$ cat config.mk
export PLATFORM = sky130hd
export DESIGN_NAME = spat_rec
export DESIGN_NICKNAME = d
export VERILOG_FILES = /design/src/rtl/spat_rec_pkg.sv /design/src/rtl/spat_rec_lookup.sv /design/src/rtl/spat_rec_rotate.sv /design/src/rtl/spat_rec.sv
export SDC_FILE = /design/constraint.sdc
export NUM_CORES = 2
export LEC_CHECK = 0
export ABC_AREA = 1
export BUFFER_PORTS_ARGS = -buffer_cell sky130_fd_sc_hd__buf_4
export CAP_MARGIN = 10
export CORE_MARGIN = 8
export CORE_UTILIZATION = 45
export DETAILED_ROUTE_END_ITERATION = 8
export HOLD_SLACK_MARGIN = 0.12
export SYNTH_ARGS = -nofsm -noshare
export SYNTH_HDL_FRONTEND = slang
export SYNTH_SLANG_ARGS = --single-unit
export TNS_END_PERCENT = 1
$ cat constraint.sdc
create_clock -name clk -period 3.3 [get_ports clk]
set_input_delay 0.495 -clock clk [delete_from_list [all_inputs] [get_ports clk]]
set_output_delay 0.495 -clock clk [all_outputs]
set_load 0.01 [all_outputs]
$ cat src/rtl/spat_rec_pkg.sv
package spat_rec_pkg;
  typedef enum logic [1:0] {
    OP_IDLE   = 2'd0,
    OP_TOUCH  = 2'd1,
    OP_ALLOC  = 2'd2,
    OP_RETIRE = 2'd3
  } rec_op_e;
endpackage

$ cat src/rtl/spat_rec_lookup.sv
module spat_rec_lookup #(
  parameter int ENTRIES = 8,
  parameter int TAG_W   = 22,
  localparam int IDX_W  = $clog2(ENTRIES)
) (
  input  logic [ENTRIES-1:0] vld,
  input  logic [TAG_W-1:0]   tags [ENTRIES],
  input  logic [TAG_W-1:0]   key,
  output logic [ENTRIES-1:0] hit_vec,
  output logic               hit,
  output logic [IDX_W-1:0]   idx
);
  for (genvar g = 0; g < ENTRIES; g++) begin : g_cmp
    assign hit_vec[g] = vld[g] && (tags[g] == key);
  end

  assign hit = |hit_vec;

  always_comb begin
    idx = '0;
    for (int i = 0; i < ENTRIES; i++) begin
      if (hit_vec[i]) idx = idx | IDX_W'(i);
    end
  end
endmodule

$ cat src/rtl/spat_rec_rotate.sv
module spat_rec_rotate #(
  parameter int W      = 16,
  localparam int AMT_W = $clog2(W)
) (
  input  logic [W-1:0]     din,
  input  logic [AMT_W-1:0] amt,
  output logic [W-1:0]     dout
);
  logic [W-1:0] stg [AMT_W+1];

  assign stg[0] = din;
  for (genvar s = 0; s < AMT_W; s++) begin : g_stage
    localparam int K = 1 << s;
    assign stg[s+1] = amt[s] ? {stg[s][K-1:0], stg[s][W-1:K]} : stg[s];
  end
  assign dout = stg[AMT_W];
endmodule

$ cat src/rtl/spat_rec.sv
module spat_rec #(
  parameter int ADDR_W     = 32,
  parameter int SIG_W      = 12,
  parameter int ENTRIES    = 8,
  parameter int LINES      = 16,
  parameter int LINE_BYTES = 64,
  localparam int LINE_W    = $clog2(LINES),
  localparam int BOFF_W    = $clog2(LINE_BYTES),
  localparam int TAG_W     = ADDR_W - LINE_W - BOFF_W,
  localparam int IDX_W     = $clog2(ENTRIES)
) (
  input  logic              clk,
  input  logic              rst_n,
  input  logic              acc_vld,
  input  logic [ADDR_W-1:0] acc_addr,
  input  logic [SIG_W-1:0]  acc_sig,
  input  logic              evict_vld,
  input  logic [ADDR_W-1:0] evict_addr,
  output logic              pred_vld,
  output logic [SIG_W-1:0]  pred_sig,
  output logic [LINE_W-1:0] pred_off,
  output logic [TAG_W-1:0]  pred_tag,
  output logic              upd_vld,
  output logic [SIG_W-1:0]  upd_sig,
  output logic [TAG_W-1:0]  upd_tag,
  output logic [LINES-1:0]  upd_pat
);
  import spat_rec_pkg::*;

  // reset synchronizer: assert asynchronously, release on clock
  logic rst_m, rst_q;
  always_ff @(posedge clk or negedge rst_n) begin
    if (!rst_n) begin
      rst_m <= 1'b0;
      rst_q <= 1'b0;
    end else begin
      rst_m <= 1'b1;
      rst_q <= rst_m;
    end
  end

  // page table
  logic [ENTRIES-1:0] ent_vld;
  logic [TAG_W-1:0]   ent_tag [ENTRIES];
  logic [LINE_W-1:0]  ent_off [ENTRIES];
  logic [SIG_W-1:0]   ent_sig [ENTRIES];
  logic [LINES-1:0]   ent_pat [ENTRIES];
  logic [IDX_W-1:0]   wr_ptr;

  logic [TAG_W-1:0]  acc_tag, ev_tag;
  logic [LINE_W-1:0] acc_line;
  assign acc_tag  = acc_addr[ADDR_W-1 -: TAG_W];
  assign ev_tag   = evict_addr[ADDR_W-1 -: TAG_W];
  assign acc_line = acc_addr[BOFF_W +: LINE_W];

  logic [ENTRIES-1:0] hit_vec, ev_hit_vec;
  logic               acc_hit, ev_hit;
  logic [IDX_W-1:0]   acc_idx, ev_idx;

  spat_rec_lookup #(.ENTRIES(ENTRIES), .TAG_W(TAG_W)) u_acc_lkp (
    .vld(ent_vld), .tags(ent_tag), .key(acc_tag),
    .hit_vec(hit_vec), .hit(acc_hit), .idx(acc_idx)
  );

  spat_rec_lookup #(.ENTRIES(ENTRIES), .TAG_W(TAG_W)) u_ev_lkp (
    .vld(ent_vld), .tags(ent_tag), .key(ev_tag),
    .hit_vec(ev_hit_vec), .hit(ev_hit), .idx(ev_idx)
  );

  // operation decode: eviction wins over access
  rec_op_e op;
  always_comb begin
    if (evict_vld)    op = ev_hit  ? OP_RETIRE : OP_IDLE;
    else if (acc_vld) op = acc_hit ? OP_TOUCH  : OP_ALLOC;
    else              op = OP_IDLE;
  end

  // victim selection and anchoring
  logic [IDX_W-1:0] vic_idx;
  logic             emit;
  logic [LINES-1:0] vic_rot;
  assign vic_idx = (op == OP_RETIRE) ? ev_idx : wr_ptr;
  assign emit    = (op == OP_RETIRE) || ((op == OP_ALLOC) && ent_vld[wr_ptr]);

  spat_rec_rotate #(.W(LINES)) u_rot (
    .din(ent_pat[vic_idx]), .amt(ent_off[vic_idx]), .dout(vic_rot)
  );

  // next-state for the single table write per cycle
  logic              wr_en, nxt_vld;
  logic [IDX_W-1:0]  wr_idx;
  logic [LINES-1:0]  nxt_pat;
  logic [LINES-1:0]  line_bit;
  assign line_bit = LINES'(1) << acc_line;

  always_comb begin
    wr_en   = 1'b0;
    wr_idx  = wr_ptr;
    nxt_vld = 1'b1;
    nxt_pat = line_bit;
    unique case (op)
      OP_RETIRE: begin
        wr_en   = 1'b1;
        wr_idx  = ev_idx;
        nxt_vld = 1'b0;
        nxt_pat = ent_pat[ev_idx];
      end
      OP_TOUCH: begin
        wr_en   = 1'b1;
        wr_idx  = acc_idx;
        nxt_pat = ent_pat[acc_idx] | line_bit;
      end
      OP_ALLOC: wr_en = 1'b1;
      default:  wr_en = 1'b0;
    endcase
  end

  logic alloc_en;
  assign alloc_en = (op == OP_ALLOC);

  // registers
  always_ff @(posedge clk or negedge rst_q) begin
    if (!rst_q) begin
      ent_vld <= '0;
      wr_ptr  <= '0;
    end else begin
      if (wr_en) ent_vld[wr_idx] <= nxt_vld;
      if (alloc_en)
        wr_ptr <= (wr_ptr == IDX_W'(ENTRIES-1)) ? '0 : wr_ptr + 1'b1;
    end
  end

  always_ff @(posedge clk) begin
    for (int i = 0; i < ENTRIES; i++) begin
      if (wr_en && (wr_idx == IDX_W'(i))) ent_pat[i] <= nxt_pat;
      if (alloc_en && (wr_ptr == IDX_W'(i))) begin
        ent_tag[i] <= acc_tag;
        ent_off[i] <= acc_line;
        ent_sig[i] <= acc_sig;
      end
    end
  end

  always_ff @(posedge clk or negedge rst_q) begin
    if (!rst_q) begin
      pred_vld <= 1'b0;
      pred_sig <= '0;
      pred_off <= '0;
      pred_tag <= '0;
      upd_vld  <= 1'b0;
      upd_sig  <= '0;
      upd_tag  <= '0;
      upd_pat  <= '0;
    end else begin
      pred_vld <= alloc_en;
      if (alloc_en) begin
        pred_sig <= acc_sig;
        pred_off <= acc_line;
        pred_tag <= acc_tag;
      end
      upd_vld <= emit;
      if (emit) begin
        upd_sig <= ent_sig[vic_idx];
        upd_tag <= ent_tag[vic_idx];
        upd_pat <= vic_rot;
      end
    end
  end
endmodule

==> results by group <==
Yosys
  – Fraction of the yosys area taken by sequential cells: 0.483
  – Synthesis Warnings: 0
  – Synth unique cells: 60
  – Cell accounting for the most synthesized area: sky130_fd_sc_hd__edfxtp_1
  – Synth top area share: 0.403
  – Commonest cells post-synth: 1184 x sky130_fd_sc_hd__nand2_1, 432 x sky130_fd_sc_hd__edfxtp_1, 361 x sky130_fd_sc_hd__nand3_1
  – Leading cell type by number of instances after synthesis: sky130_fd_sc_hd__nand2_1
  – Post-synthesis async set-or-reset flop share: 0.193
  – Count of flip-flops with a built-in enable after synthesis: 432
  – Nets in the synthesized netlist: 4125
  – Mapped Area: 0.0322 mm²
  – Commonest register cell after synthesis: sky130_fd_sc_hd__edfxtp_1
  – Top post-synthesis cells by area: sky130_fd_sc_hd__edfxtp_1 40%, sky130_fd_sc_hd__nand2_1 14%, sky130_fd_sc_hd__dfrtp_1 8.0%, sky130_fd_sc_hd__nand3_1 5.6%, sky130_fd_sc_hd__o21ai_0 5.1%
  – Number of synthesized register bits: 535
  – Mapped Cells: 4039
  – Mapped Avg Cell Area: 7.96 µm²

Critical path
  – Setup crit start kind: register
  – Worst Path Class, Setup: reg2reg
  – Crit-path max cell delay: 0.49 ns
  – Data arrival at the endpoint of the critical path: 4.22 ns
  – Critical-path cell with the highest stage delay: sky130_fd_sc_hd__edfxtp_1
  – Data required, critical path: 3.84 ns
  – Largest fanout of any net on the critical path: 8
  – Critical path endpoint category: register

Floorplan
  – Die boundary height: 283 µm
  – Initial core utilization: 0.452
  – Number of rows in the core area: 98
  – IO Pins: 170
  – Die area: between 0.08 and 0.09 mm²
  – Horizontal die dimension: 283 µm
  – Floorplan core area: ~0.071 mm²

STA
  – Final critical-path setup slack: -0.387 ns
  – Final setup skew: 0.0309 ns
  – Fin crit period: 3.69 ns
  – TNS Setup: -42.15 ns
  – Endpoints failing setup: 293
  – Actual transition at the worst max-transition pin: 0.755 ns
  – Share of the clock period used by the worst path after layout: 1.12
  – Final Hold Viols: 0
  – Final-report max-slew violation count: 0
  – RSZ-0062 raised after global routing: true
  – Slew margin rel.: 0.495
  – Peak clock frequency supported by timing: 0.271 GHz

Finish
  – Antenna diode count: 0
  – Post-route non-filler standard cell count: 6074
  – P&R area growth vs syn: 43.8%
  – Proportion of layout cells with a drive suffix above 1: 0.317
  – NumNets Final: 5161

Route
  – Vias post-DR: 36000
  – Drt drc: 0
  – Detailed Route Iter0 Violations: 5515
  – Post-DRT Antenna Nets: 0
  – Total wire length: 163000 µm
  – Routed via count divided by cell count: a little under 6
  – Average routed wire per standard cell: approximately 27 µm
  – Pre-Repair DR Iteration Count: 9

Place
  – Placed cell count: 5911
  – Routability cong.: 1.06
  – Port Buffer Count: 153
  – Worst setup timing slack at the placement stage: -1.02 ns
  – Detailed Place HPWL: 122000 µm

Global routing
  – Total overflow reported by the global router: 0
  – Global routing's busiest layer: met2
  – Total GRT Usage: 0.385
  – Number of global-route vias before repair: 33900
  – Largest net degree at the start of global routing: 62
  – Fraction of met3 tracks used by global routing: 0.101
  – Initial antenna violation count: 1
  – Wire length of the first global-routing pass: around 230000 µm
  – Fraction of met2 tracks used by global routing: 0.583
  – Global routing usage on met1: 0.521

CTS
  – Buffer levels on the longest clock path: 3
  – Root buffer cell: sky130_fd_sc_hd__clkbuf_16
  – CTS Buf Count: slightly below 60
  – Clock Latency Late Sink: 0.67 ns
  – Clock sink count: between 500 and 600
  – Max H-tree Level: 2
  – CTS clk-pin slew, worst paths: 0.07 ns
  – TritonCTS clock tree: yes

Run status
  – Violations in the final reports: negative setup slack
  – Run status: complete, but fails checks

Pwr
  – Post-layout total power: 0.0274 W
  – Leak: 20.8 nW
  – Peak supply drop: 559 µV
  – Cell area power density: 593 mW/mm²

Hold path
  – Worst hold path class: in2reg

Run
  – Number of max-cap violations: 0
-- cells in the final DEF, fill, tap and decap left out, drive strengths merged, types with 6 or more instances in the layout --
master          n
or2            10
nand4         113
xnor2          57
nand3b         36
ha              6
dlygate4sd3    16
o221ai         89
nor3b           8
bufinv          9
nor4           39
nor3           61
nor2          366
a31oi          18
dfrtp         103
clkinv         33
o21ai         351
buf          1156
a21oi          78
edfxtp        432
inv           370
clkinvlp        6
o22ai          22
nand2        1195
xor2           24
mux2i          27
a32oi           7
nand3         364
clkbuf         71
o211ai         13
a211oi         16
-- cells by family (layout without fill, tap and decap cells) --
logic type	after synthesis	after routing	synth area share
DFF	535	535	0.483
other	1	1	0.000117
xor gates and xnor gates	81	81	0.0221
buffers and inverters	580	1661	0.0750
adders and majority gates	6	6	0.00233
and+or+nand+nor	2196	2200	0.295
muxes	27	27	0.00840
AOI/OAI and AO/OA	613	613	0.114
-- flip-flops by register name, indices dropped and copies added, names as in the netlist --
signal	flops
ent_off	32
ent_pat	128
ent_sig	96
ent_tag	176
ent_vld	8
pred_off	4
pred_sig	12
pred_tag	22
pred_vld	1
rst_m	1
rst_q	1
upd_pat	16
upd_sig	12
upd_tag	22
upd_vld	1
wr_ptr	3
-- layout make-up --
cell class	count	area, µm²
Clock inverter	43	515
Clock buffer	67	1530
Timing Repair inverter	1	8.76
Fill cell	6102	24900
Sequential cell	535	15600
Inverter	374	1500
Multi-Input combinational cell	2928	15800
Timing Repair Buffer	1176	10200
Tap cell	950	1190
-- per-stage QoR --
stage	cell area, µm²	util	hold slack, ns
final	46300	0.650	0.157
after detailed placement	42000	0.590	0.281
after floorplan	32400	-	0.199
after global routing	46300	0.650	0.146
after CTS	45100	0.635	0.126
after global placement	42000	0.590	0.278
-- report_power, final --
part | internal (W) | total [W] | switching, W
Sequential | 0.00813 | 0.00869 | 0.000560
Clock | 0.00405 | 0.00708 | 0.00303
Combinational | 0.00455 | 0.0117 | 0.00711
Total | 0.0167 | 0.0274 | 0.0107
-- routing by layer --
layer  routed length, µm  up-vias
met2               69700     2565
met3               21300      489
met5                  45        -
met4                8530        4
li1                    -    16000
met1               63000    16900
-- critical path, delay by kind of cell (launching register included) --
family | cells | cell delay [ns]
flops | 1 | 0.49
compound gates | 2 | 0.17
simple gates | 19 | 1.77
buf+inv | 8 | 1.12
-- repair_timing --
action | CTS | global route
hold buffers | 16 | 0
pin swaps | 38 | 90
cloned | 5 | 5
setup endpoints to repair | 368 | 341
buffers inserted | 18 | 11
gates resized for setup | 181 | 258
endpoints found under the hold margin | 115 | 0
-- path summary, 6_finish.rpt --
path | depth (start not counted) | slack [ns] | endpoint | startpoint
hold reg to reg | 0 | 0.34 | pred_vld | rst_q
setup reg to reg | 29 | -0.39 | upd_pat[1] | ent_tag[8]
hold / removal | 2 | 0.16 | ent_tag[146] | acc_addr[24]
setup / recovery | 29 | -0.39 | upd_pat[1] | ent_tag[8]
min in group asynchronous | 2 | 0.20 | rst_q | rst_n
max in group asynchronous | 1 | 2.13 | pred_tag[15] | rst_q
No activity file was read; power rests on OpenSTA's default activity.
